<file path="config.mk">
export PLATFORM = sky130hd
export DESIGN_NAME = access_guard
export DESIGN_NICKNAME = d
export VERILOG_FILES = /design/src/rtl/access_guard_pkg.sv /design/src/rtl/ag_tid_reg.sv /design/src/rtl/ag_req_stage.sv /design/src/rtl/ag_lock_judge.sv /design/src/rtl/ag_prot_judge.sv /design/src/rtl/access_guard.sv
export SDC_FILE = /design/constraint.sdc
export NUM_CORES = 1
export LEC_CHECK = 0
export BUFFER_PORTS_ARGS = -buffer_cell sky130_fd_sc_hd__buf_2
export CORE_MARGIN = 3
export CORE_UTILIZATION = 50
export DETAILED_ROUTE_END_ITERATION = 7
export HOLD_SLACK_MARGIN = 0.08
export MAX_ROUTING_LAYER = met4
export PLACE_DENSITY = 0.83
export RECOVER_POWER = 100
export SLEW_MARGIN = 0
export SYNTH_ARGS = -nofsm -noshare
export SYNTH_HDL_FRONTEND = slang
export SYNTH_SLANG_ARGS = --single-unit
</file>
<file path="constraint.sdc">
create_clock -name clk -period 3.41 [get_ports clk]
set_input_delay 0.682 -clock clk [delete_from_list [all_inputs] [get_ports clk]]
set_output_delay 0.682 -clock clk [all_outputs]
set_load 0.02 [all_outputs]
</file>
<file path="src/rtl/access_guard_pkg.sv">
package access_guard_pkg;

    // Outcome of judging one access
    typedef enum logic [1:0] {
        VERD_NONE  = 2'd0,
        VERD_GRANT = 2'd1,
        VERD_LOCK  = 2'd2,
        VERD_PROT  = 2'd3
    } verdict_e;

    // Rights a page grants under plain page protection
    typedef enum logic [1:0] {
        RIGHT_NONE = 2'd0,
        RIGHT_RO   = 2'd1,
        RIGHT_RW   = 2'd2
    } right_e;

    // Page rights from segment key and page protection code
    function automatic right_e page_rights(input logic key, input logic [1:0] code);
        right_e r;
        case (code)
            2'b00:   r = key ? RIGHT_NONE : RIGHT_RW;
            2'b01:   r = key ? RIGHT_RO   : RIGHT_RW;
            2'b10:   r = RIGHT_RW;
            default: r = RIGHT_RO;
        endcase
        return r;
    endfunction

    // Lock rule for one line once the owner matches
    function automatic logic line_permits(input logic lockbit, input logic wmode,
                                          input logic is_store);
        return is_store ? (lockbit & wmode) : (lockbit | wmode);
    endfunction

endpackage

</file>
<file path="src/rtl/ag_tid_reg.sv">
module ag_tid_reg #(
    parameter int TID_W = 8
) (
    input  logic             clk,
    input  logic             rst,
    input  logic             wr_en,
    input  logic [TID_W-1:0] wr_data,
    output logic [TID_W-1:0] tid_q
);

    always_ff @(posedge clk) begin
        if (rst)
            tid_q <= '0;
        else if (wr_en)
            tid_q <= wr_data;
    end

    AST_TID_LOADS: assert property (@(posedge clk) disable iff (rst)
        wr_en |=> (tid_q == $past(wr_data)));

    AST_TID_HOLDS: assert property (@(posedge clk) disable iff (rst)
        (!wr_en && !$past(rst)) |=> $stable(tid_q));

endmodule

</file>
<file path="src/rtl/ag_req_stage.sv">
module ag_req_stage #(
    parameter int TID_W = 8,
    parameter int IDX_W = 4,
    parameter int LINES = 16
) (
    input  logic             clk,
    input  logic             rst,
    input  logic             valid_i,
    input  logic             store_i,
    input  logic [IDX_W-1:0] idx_i,
    input  logic             locked_i,
    input  logic             key_i,
    input  logic [TID_W-1:0] owner_i,
    input  logic             wmode_i,
    input  logic [LINES-1:0] lines_i,
    input  logic [1:0]       prot_i,
    output logic             valid_q,
    output logic             store_q,
    output logic [IDX_W-1:0] idx_q,
    output logic             locked_q,
    output logic             key_q,
    output logic [TID_W-1:0] owner_q,
    output logic             wmode_q,
    output logic [LINES-1:0] lines_q,
    output logic [1:0]       prot_q
);

    always_ff @(posedge clk) begin
        if (rst) begin
            valid_q  <= 1'b0;
            store_q  <= 1'b0;
            idx_q    <= '0;
            locked_q <= 1'b0;
            key_q    <= 1'b0;
            owner_q  <= '0;
            wmode_q  <= 1'b0;
            lines_q  <= '0;
            prot_q   <= '0;
        end else begin
            valid_q  <= valid_i;
            store_q  <= store_i;
            idx_q    <= idx_i;
            locked_q <= locked_i;
            key_q    <= key_i;
            owner_q  <= owner_i;
            wmode_q  <= wmode_i;
            lines_q  <= lines_i;
            prot_q   <= prot_i;
        end
    end

endmodule

</file>
<file path="src/rtl/ag_lock_judge.sv">
module ag_lock_judge
    import access_guard_pkg::*;
#(
    parameter int TID_W = 8,
    parameter int IDX_W = 4,
    parameter int LINES = 16
) (
    input  logic             clk,
    input  logic             rst,
    input  logic             active,
    input  logic [TID_W-1:0] run_tid,
    input  logic [TID_W-1:0] owner,
    input  logic             wmode,
    input  logic [LINES-1:0] lines,
    input  logic [IDX_W-1:0] idx,
    input  logic             is_store,
    output verdict_e         verdict
);

    logic owner_match;
    logic sel_bit;

    assign owner_match = (run_tid == owner);
    assign sel_bit     = lines[idx];

    always_comb begin
        if (!owner_match)
            verdict = VERD_LOCK;
        else if (line_permits(sel_bit, wmode, is_store))
            verdict = VERD_GRANT;
        else
            verdict = VERD_LOCK;
    end

    AST_STORE_NEEDS_W: assert property (@(posedge clk) disable iff (rst)
        (active && is_store && verdict == VERD_GRANT) |-> (wmode && lines[idx]));

    AST_LOCK_NEVER_PROT: assert property (@(posedge clk) disable iff (rst)
        active |-> (verdict != VERD_PROT && verdict != VERD_NONE));

endmodule

</file>
<file path="src/rtl/ag_prot_judge.sv">
module ag_prot_judge
    import access_guard_pkg::*;
(
    input  logic       clk,
    input  logic       rst,
    input  logic       active,
    input  logic       key,
    input  logic [1:0] code,
    input  logic       is_store,
    output verdict_e   verdict
);

    right_e rights;

    assign rights = page_rights(key, code);

    always_comb begin
        case (rights)
            RIGHT_RW: verdict = VERD_GRANT;
            RIGHT_RO: verdict = is_store ? VERD_PROT : VERD_GRANT;
            default:  verdict = VERD_PROT;
        endcase
    end

    AST_NOACCESS_PAGE: assert property (@(posedge clk) disable iff (rst)
        (active && key && code == 2'b00) |-> (verdict == VERD_PROT));

    AST_RW_CODE_GRANTS: assert property (@(posedge clk) disable iff (rst)
        (active && code == 2'b10) |-> (verdict == VERD_GRANT));

endmodule

</file>
<file path="src/rtl/access_guard.sv">
module access_guard
    import access_guard_pkg::*;
#(
    parameter int TID_W     = 8,
    parameter int OFF_W     = 11,
    parameter int LINE_LSB  = 7
) (
    input  logic                        clk,
    input  logic                        rst,
    input  logic                        acc_valid,
    input  logic                        acc_store,
    input  logic [OFF_W-1:0]            acc_offset,
    input  logic                        seg_locked,
    input  logic                        seg_key,
    input  logic [TID_W-1:0]            page_owner,
    input  logic                        page_wmode,
    input  logic [(1<<(OFF_W-LINE_LSB))-1:0] page_lines,
    input  logic [1:0]                  page_prot,
    input  logic                        tid_wr_en,
    input  logic [TID_W-1:0]            tid_wr_data,
    output logic [TID_W-1:0]            cur_tid,
    output logic                        grant,
    output logic                        lock_fault,
    output logic                        prot_fault
);

    localparam int IDX_W = OFF_W - LINE_LSB;
    localparam int LINES = 1 << IDX_W;

    logic             valid_q, store_q, locked_q, key_q, wmode_q;
    logic [IDX_W-1:0] idx_q;
    logic [TID_W-1:0] owner_q;
    logic [LINES-1:0] lines_q;
    logic [1:0]       prot_q;
    logic             unused_low_offset;
    verdict_e         lock_v, prot_v, final_v;

    // Bits below the line boundary play no part in the decision
    assign unused_low_offset = ^acc_offset[LINE_LSB-1:0];

    ag_tid_reg #(.TID_W(TID_W)) u_tid (
        .clk     (clk),
        .rst     (rst),
        .wr_en   (tid_wr_en),
        .wr_data (tid_wr_data),
        .tid_q   (cur_tid)
    );

    ag_req_stage #(.TID_W(TID_W), .IDX_W(IDX_W), .LINES(LINES)) u_stage (
        .clk      (clk),
        .rst      (rst),
        .valid_i  (acc_valid),
        .store_i  (acc_store),
        .idx_i    (acc_offset[OFF_W-1:LINE_LSB]),
        .locked_i (seg_locked),
        .key_i    (seg_key),
        .owner_i  (page_owner),
        .wmode_i  (page_wmode),
        .lines_i  (page_lines),
        .prot_i   (page_prot),
        .valid_q  (valid_q),
        .store_q  (store_q),
        .idx_q    (idx_q),
        .locked_q (locked_q),
        .key_q    (key_q),
        .owner_q  (owner_q),
        .wmode_q  (wmode_q),
        .lines_q  (lines_q),
        .prot_q   (prot_q)
    );

    ag_lock_judge #(.TID_W(TID_W), .IDX_W(IDX_W), .LINES(LINES)) u_lock (
        .clk      (clk),
        .rst      (rst),
        .active   (valid_q && locked_q),
        .run_tid  (cur_tid),
        .owner    (owner_q),
        .wmode    (wmode_q),
        .lines    (lines_q),
        .idx      (idx_q),
        .is_store (store_q),
        .verdict  (lock_v)
    );

    ag_prot_judge u_prot (
        .clk      (clk),
        .rst      (rst),
        .active   (valid_q && !locked_q),
        .key      (key_q),
        .code     (prot_q),
        .is_store (store_q),
        .verdict  (prot_v)
    );

    always_comb begin
        if (!valid_q)
            final_v = VERD_NONE;
        else if (locked_q)
            final_v = lock_v;
        else
            final_v = prot_v;
    end

    assign grant      = (final_v == VERD_GRANT);
    assign lock_fault = (final_v == VERD_LOCK);
    assign prot_fault = (final_v == VERD_PROT);

    AST_ONE_VERDICT: assert property (@(posedge clk) disable iff (rst)
        valid_q |-> ($countones({grant, lock_fault, prot_fault}) == 1));

    AST_IDLE_QUIET: assert property (@(posedge clk) disable iff (rst)
        !valid_q |-> !(grant || lock_fault || prot_fault));

    AST_REQ_ANSWERED: assert property (@(posedge clk) disable iff (rst)
        acc_valid |=> (grant || lock_fault || prot_fault));

    AST_MISMATCH_LOCK: assert property (@(posedge clk) disable iff (rst)
        (valid_q && locked_q && cur_tid != owner_q) |-> lock_fault);

    AST_UNLOCKED_NO_LOCKFAULT: assert property (@(posedge clk) disable iff (rst)
        (valid_q && !locked_q) |-> !lock_fault);

endmodule

</file>
==> qor.yml, run 1 <==
detailed_routing:
  antenna_left: 0
  drc: 0
  first_pass_iters: 4
  wl_per_cell_um: 12.3
  avgViaCountPerCell: 4.82
  drtIter0Drc: 37
  routed_wl_um: 2800
  vias: 1095
cells_and_area:
  drive_gt1_share_pct: 30.6
  nets: 248
  nFillCells: 240
  num_antenna_cells: 0
  layout_common_cells: "46 x buf_2, 43 x dfxtp_1, 38 x nor2b_1"
  area_growth_pct: 23.1
  mostFrequentLayoutCell: "buf_2"
worst_hold_path:
  hold_depth: 2
  worstHoldStart: "u_tid.tid_q[2]"
  hp-class: "reg2reg"
synth:
  synth_area_per_cell_um2: 11.2
  synth_edf_count: 0
  syn_area_um2: 1550
  postSynth.asyncResetShare_pct: 0
  synth_ff_type: "dfxtp_1"
  synth_seq_cells: 43
  netlist-cell-type-count: 24
  syn_inst: 138
  ys_seq_area_share_pct: 55.6
  syn_nets: 191
  ys.warnings.count: 0
critical_path:
  r2r_start: "u_tid.tid_q[4]"
  path_class: "reg2out"
  startpoint: "u_stage.idx_q[0]"
  rrSetupSlack_ns: 2.70
  crit_fanout: 5
  worstSetupEndpoint: "lock_fault"
  reg2reg_to: "u_tid.tid_q[4]"
  arrival_ns: 2.28
  rr_worst_depth: 2
  crit_path_end_kind: "output port"
  worst_ep_required_time_ns: 2.73
  critPathLaunchType: "register"
floorplanning:
  core_area_um2: 2850
  die_y_um: 61.7
  die-area_um2: 3800
  start_util_pct: 54.3
  rows: 19
  ios: 64
  die_w_um: 61.7
cts:
  cts_root_buf: "clkbuf_4"
  clock_sinks: 43
  post_cts_buffers: 0
  clock_path_buffers: 2
  cts_tree: "yes"
  ctsResizeCount: 0
  clk_latency_ns: 0.33
  ctsHoldBuffers: 0
  path_clk_slew_ns: 0.12
  cts_buffers: 5
  htree_levels: 2
outcome:
  status: "finished with violations"
  violations: "max-capacitance violations, max-slew violations"
sta:
  period_needed_ns: 2.96
  hold_viol: 0
  skew_ns: 0
  rsz0062_at_grt: "no"
  slew_headroom_pct: -8.45
  report.final.slew_viol_count: 44
  fmax_mhz: 337
  fin_crit_sh_pct: 86.9
  setup_ws_ns: 0.445
  setup_tns_ns: 0
  setup_viol: 0
  worst_pin_slew_ns: 1.63
power_and_ir_drop:
  cellPowerDensity_nw_per_um2: 510
  p_leak_nw: 0.831
  ir_worst_vdd_mv: 0.307
grt:
  grt_util_all_layers_pct: 16.6
  antenna_found_initial: 0
  grt_pass1_wl_um: 4440
  grt_max_degree: 44
  grt_pass1_vias: 1133
  gr-total-overflow: 0
place:
  port_buffers: 56
  post-place-ws_ns: 0.945
  gp_congestion: 0.809
  dpl.hpwl_um: 2170
flow_run:
  maxCapViolations: 1
## synthesized netlist by cell type (2+ instances only)
cell type | instances | share of area (%)
dfxtp_1 | 43 | 56
nor2b_1 | 38 | 15
mux2i_1 | 10 | 6.5
nor2_1 | 10 | 2.4
xnor2_1 | 8 | 4.5
clkbuf_1 | 5 | 1.2
inv_1 | 3 | 0.73
mux4_2 | 3 | 4.4
and2_1 | 2 | 0.81
nor3_1 | 2 | 0.65
## through the flow
stage	hold slack (ns)	instances	total power, mW	instance area (um2)	utilization (%)
CTS	0.545	227	0.984	1920	67.5
finish	0.551	227	0.972	1910	66.8
floorplan	0.606	138	0.623	1550	-
global placement	0.517	219	0.660	1840	64.4
global route	0.534	227	1.02	1910	66.8
detailed placement	0.531	219	0.665	1840	64.4
## cell type report
| type | instances | area [um2] | area share, % |
|---|---|---|---|
| Clock buffer | 6 | 51.3 | 2.69 |
| Inverter | 3 | 11.3 | 0.591 |
| Multi-Input combinational cell | 86 | 642 | 33.7 |
| Tap cell | 31 | 38.8 | 2.03 |
| Clock inverter | 2 | 35.0 | 1.84 |
| Sequential cell | 43 | 861 | 45.1 |
| Timing Repair Buffer | 56 | 268 | 14.0 |
## cells by family (layout without fill, tap and decap cells)
group,after synthesis,after routing,synth area share [%]
multiplexers,13,13,10.8
XOR/XNOR,8,8,4.52
AO/OA/AOI/OAI,8,8,5.25
buffers and inverters,9,67,2.67
AND/OR/NAND/NOR,57,57,21.2
flip-flops,43,43,55.6
## power by group
| part | switching [mW] | internal, mW | total [mW] | leakage (nW) |
|---|---|---|---|---|
| logic | 0.0469 | 0.0579 | 0.105 | 0.425 |
| clock network | 0.148 | 0.173 | 0.322 | 0.0482 |
| registers | 0.0155 | 0.530 | 0.546 | 0.358 |
## worst min-delay path by stage
stage / end
CTS: u_stage.owner_q[1]
global placement: u_tid.tid_q[3]
floorplan: u_tid.tid_q[0]
detailed placement: u_tid.tid_q[3]
global route: u_stage.lines_q[6]
finish: u_tid.tid_q[2]
## per-layer routing
metal | track usage (%) | share of wire [%] | wire (um) | vias up
met5 | - | 0 | 0 | -
met3 | 5.24 | 6.3 | 176 | 4
met4 | 6.36 | 0.93 | 26 | 0
li1 | - | - | - | 565
met2 | 29.4 | 54 | 1510 | 32
met1 | 16.8 | 39 | 1080 | 494
## flip-flops by register name, indices dropped and copies added (netlist names)
signal / flops
u_stage.lines_q: 16
u_stage.owner_q: 8
u_tid.tid_q: 8
u_stage.idx_q: 4
u_stage.prot_q: 2
u_stage.key_q: 1
u_stage.locked_q: 1
u_stage.store_q: 1
u_stage.valid_q: 1
u_stage.wmode_q: 1
## critical path, stage by stage, from the launching register on
cell and delay [ns]:
dfxtp_1 0.51, mux4_2 0.56, a22oi_1 0.26, o211ai_2 0.13, a211oi_2 0.23, clkbuf_1 0.26
Power figures use the tool's default switching activity.
==> run 2, diff against run 1 <==
- GPL_TIMING_DRIVEN: unset -> 0
==> qor.yml, run 2 (synthesis results as in run 1) <==
critical_path:
  cpPeakStageDelay_ns: 0.51  # -0.05 ns
  rr_worst_depth: 2  # unchanged
  critPathLaunchType: "register"
  path_class: "reg2out"
  cp_cell_sequence: "buf_6, mux4_2, a22oi_1, o211ai_2, a211oi_2, clkbuf_1"
  crit_fanout: 5  # unchanged
  r2r_start: "u_tid.tid_q[4]"
  reg2reg_to: "u_tid.tid_q[4]"
  crit_path_end_kind: "output port"
  worst_ep_required_time_ns: 2.73  # about the same
  crit_slowest_cell: "mux4_2"
  path_buf_inv: 2  # +1
  rrSetupSlack_ns: 2.71  # about the same
  arrival_ns: 2.22  # -0.06 ns
  critPathTopFamily: "compound AO/OA/AOI/OAI gates"
power_and_ir_drop:
  combPwrFrac_pct: 12.0  # +1.2 points
  power_switching_mw: 0.212  # +0.49%
  pwr-share-seq_pct: 59.0  # +2.9 points
  clkPwrFrac_pct: 29.0  # -4.1 points
  cellPowerDensity_nw_per_um2: 482  # -5.5%
  ir_worst_vdd_mv: 0.291  # -5.0%
  sw_frac_of_total_pct: 23.0  # +1.3 points
  p_leak_nw: 0.829  # -0.19%
  p_int_mw: 0.710  # -6.7%
floorplanning:
  die_y_um: 61.7  # unchanged
  start_util_pct: 54.3  # unchanged
  die-area_um2: 3800  # unchanged
  ios: 64  # unchanged
  core_area_um2: 2850  # unchanged
  die_w_um: 61.7  # unchanged
  rows: 19  # unchanged
place:
  gp_congestion: 0.808  # -0.17%
  placed_area_um2: 1860  # +1.4%
  dpl.hpwl_um: 2330  # +7.8%
  port_buffers: 55  # -1.8%
  post-place-ws_ns: 1.02  # +0.0745 ns
detailed_routing:
  drc: 0  # unchanged
  drtIter0Drc: 34  # -8.1%
  routed.top_layer: "met4"
  wl_per_cell_um: 12.9  # +4.6%
  dr_wl_met3_um: 201  # +14%
  vias: 1124  # +2.6%
  avgViaCountPerCell: 4.84  # +0.44%
  first_pass_iters: 4  # unchanged
  antenna_left: 0  # unchanged
  wl_met1_um: 1150  # +6.0%
  met2RoutedLength_um: 1580  # +4.6%
  routed_wl_um: 2990  # +6.9%
sta:
  period_needed_ns: 2.90  # -0.0605 ns
  rsz0062_at_grt: "no"
  skew_ns: 0  # unchanged
  setup_tns_ns: 0  # unchanged
  setup_viol: 0  # unchanged
  report.final.slew_viol_count: 0  # -100%
  setup_ws_ns: 0.506  # +0.0605 ns
  worst_pin_slew_ns: 0.638  # -0.988 ns
  fmax_mhz: 344  # +2.1%
  fin_crit_sh_pct: 85.2  # -1.8 points
  hold_ws_ns: 0.535  # -0.0159 ns
  hold_viol: 0  # unchanged
  slew_headroom_pct: 57.4  # +66 points
cells_and_area:
  layout_common_cells: "45 x buf_2, 43 x dfxtp_1, 38 x nor2b_1"
  area_growth_pct: 23.6
  num_antenna_cells: 0  # unchanged
  nets: 253  # +2.0%
  top_regs: "u_stage.lines_q x16, u_stage.owner_q x8, u_tid.tid_q x8"
  design_area_um2: 1910  # +0.39%
  nFillCells: 239  # -0.42%
  largest_reg_flops: 16  # unchanged
  mostFrequentLayoutCell: "buf_2"
  drive_gt1_share_pct: 29.4  # -1.3 points
  top_register: "u_stage.lines_q"
cts:
  clk_latency_ns: 0.34  # about the same
  clock_path_buffers: 2  # unchanged
  cts_buffers: 5  # unchanged
  cts_root_buf: "clkbuf_4"
  clock_sinks: 43  # unchanged
  post_cts_buffers: 0  # unchanged
  cts_tree: "yes"
  path_clk_slew_ns: 0.11  # about the same
  ctsResizeCount: 0  # unchanged
  ctsHoldBuffers: 0  # unchanged
  htree_levels: 2  # unchanged
flow_run:
  maxCapViolations: 0  # -1
worst_hold_path:
  hold_depth: 2  # unchanged
  whs_endpoint: "u_stage.lines_q[12]"
  hp-class: "in2reg"
  worstHoldStart: "page_lines[12]"
grt:
  grt_util_all_layers_pct: 17.9  # +1.3 points
  grt_pass1_vias: 1133  # unchanged
  antenna_found_initial: 0  # unchanged
  grt_max_degree: 13  # -70%
  grt_pass1_wl_um: 4590  # +3.3%
  gr-total-overflow: 0  # unchanged
outcome:
  status: "completed"
## run 2: cell type report
cell class	instances	area (um2)	share of cell area (%)
tap	31	38.8	2.03
sequential	43	861	45.0
buffer	6	30.0	1.57
inverter	3	11.3	0.588
clock buffer	8	68.8	3.59
multi-input combinational	86	642	33.5
timing repair buffer	55	263	13.7
## run 2: per-stage QoR
step           std cells  total power, mW  utilization, %
2_1_floorplan        138            0.623               -
3_3_place_gp         224            0.663            65.3
6_report             232            0.922            67.1
3_5_place_dp         224            0.669            65.3
4_1_cts              232            0.936            67.7
5_1_grt              232            0.972            67.1
## run 2: power groups by stage
stage | clock [mW] | combinational, mW | sequential, mW
final | 0.268 | 0.110 | 0.544
after floorplan | 0 | 0.0643 | 0.559
after global placement | 0 | 0.109 | 0.554
after CTS | 0.277 | 0.114 | 0.544
after detailed placement | 0 | 0.113 | 0.556
after global routing | 0.303 | 0.122 | 0.547
## run 2: per-layer routing
metal / GRT usage, % / vias up
met5: - / -
met3: 7.76 / 9
met4: 8.48 / 0
met2: 30.3 / 37
li1: - / 573
met1: 17.4 / 505
## run 2: how the worst max path moves through the flow
stage / from / end / slack, ns / cells past startpoint
floorplan: u_stage.idx_q[0] / lock_fault / 1.11 / 5
global placement: u_stage.idx_q[0] / lock_fault / 1.04 / 6
detailed placement: u_stage.idx_q[0] / lock_fault / 1.02 / 6
CTS: u_stage.idx_q[0] / lock_fault / 0.61 / 6
global route: u_stage.idx_q[0] / lock_fault / 0.30 / 6
finish: u_stage.idx_q[0] / lock_fault / 0.51 / 6
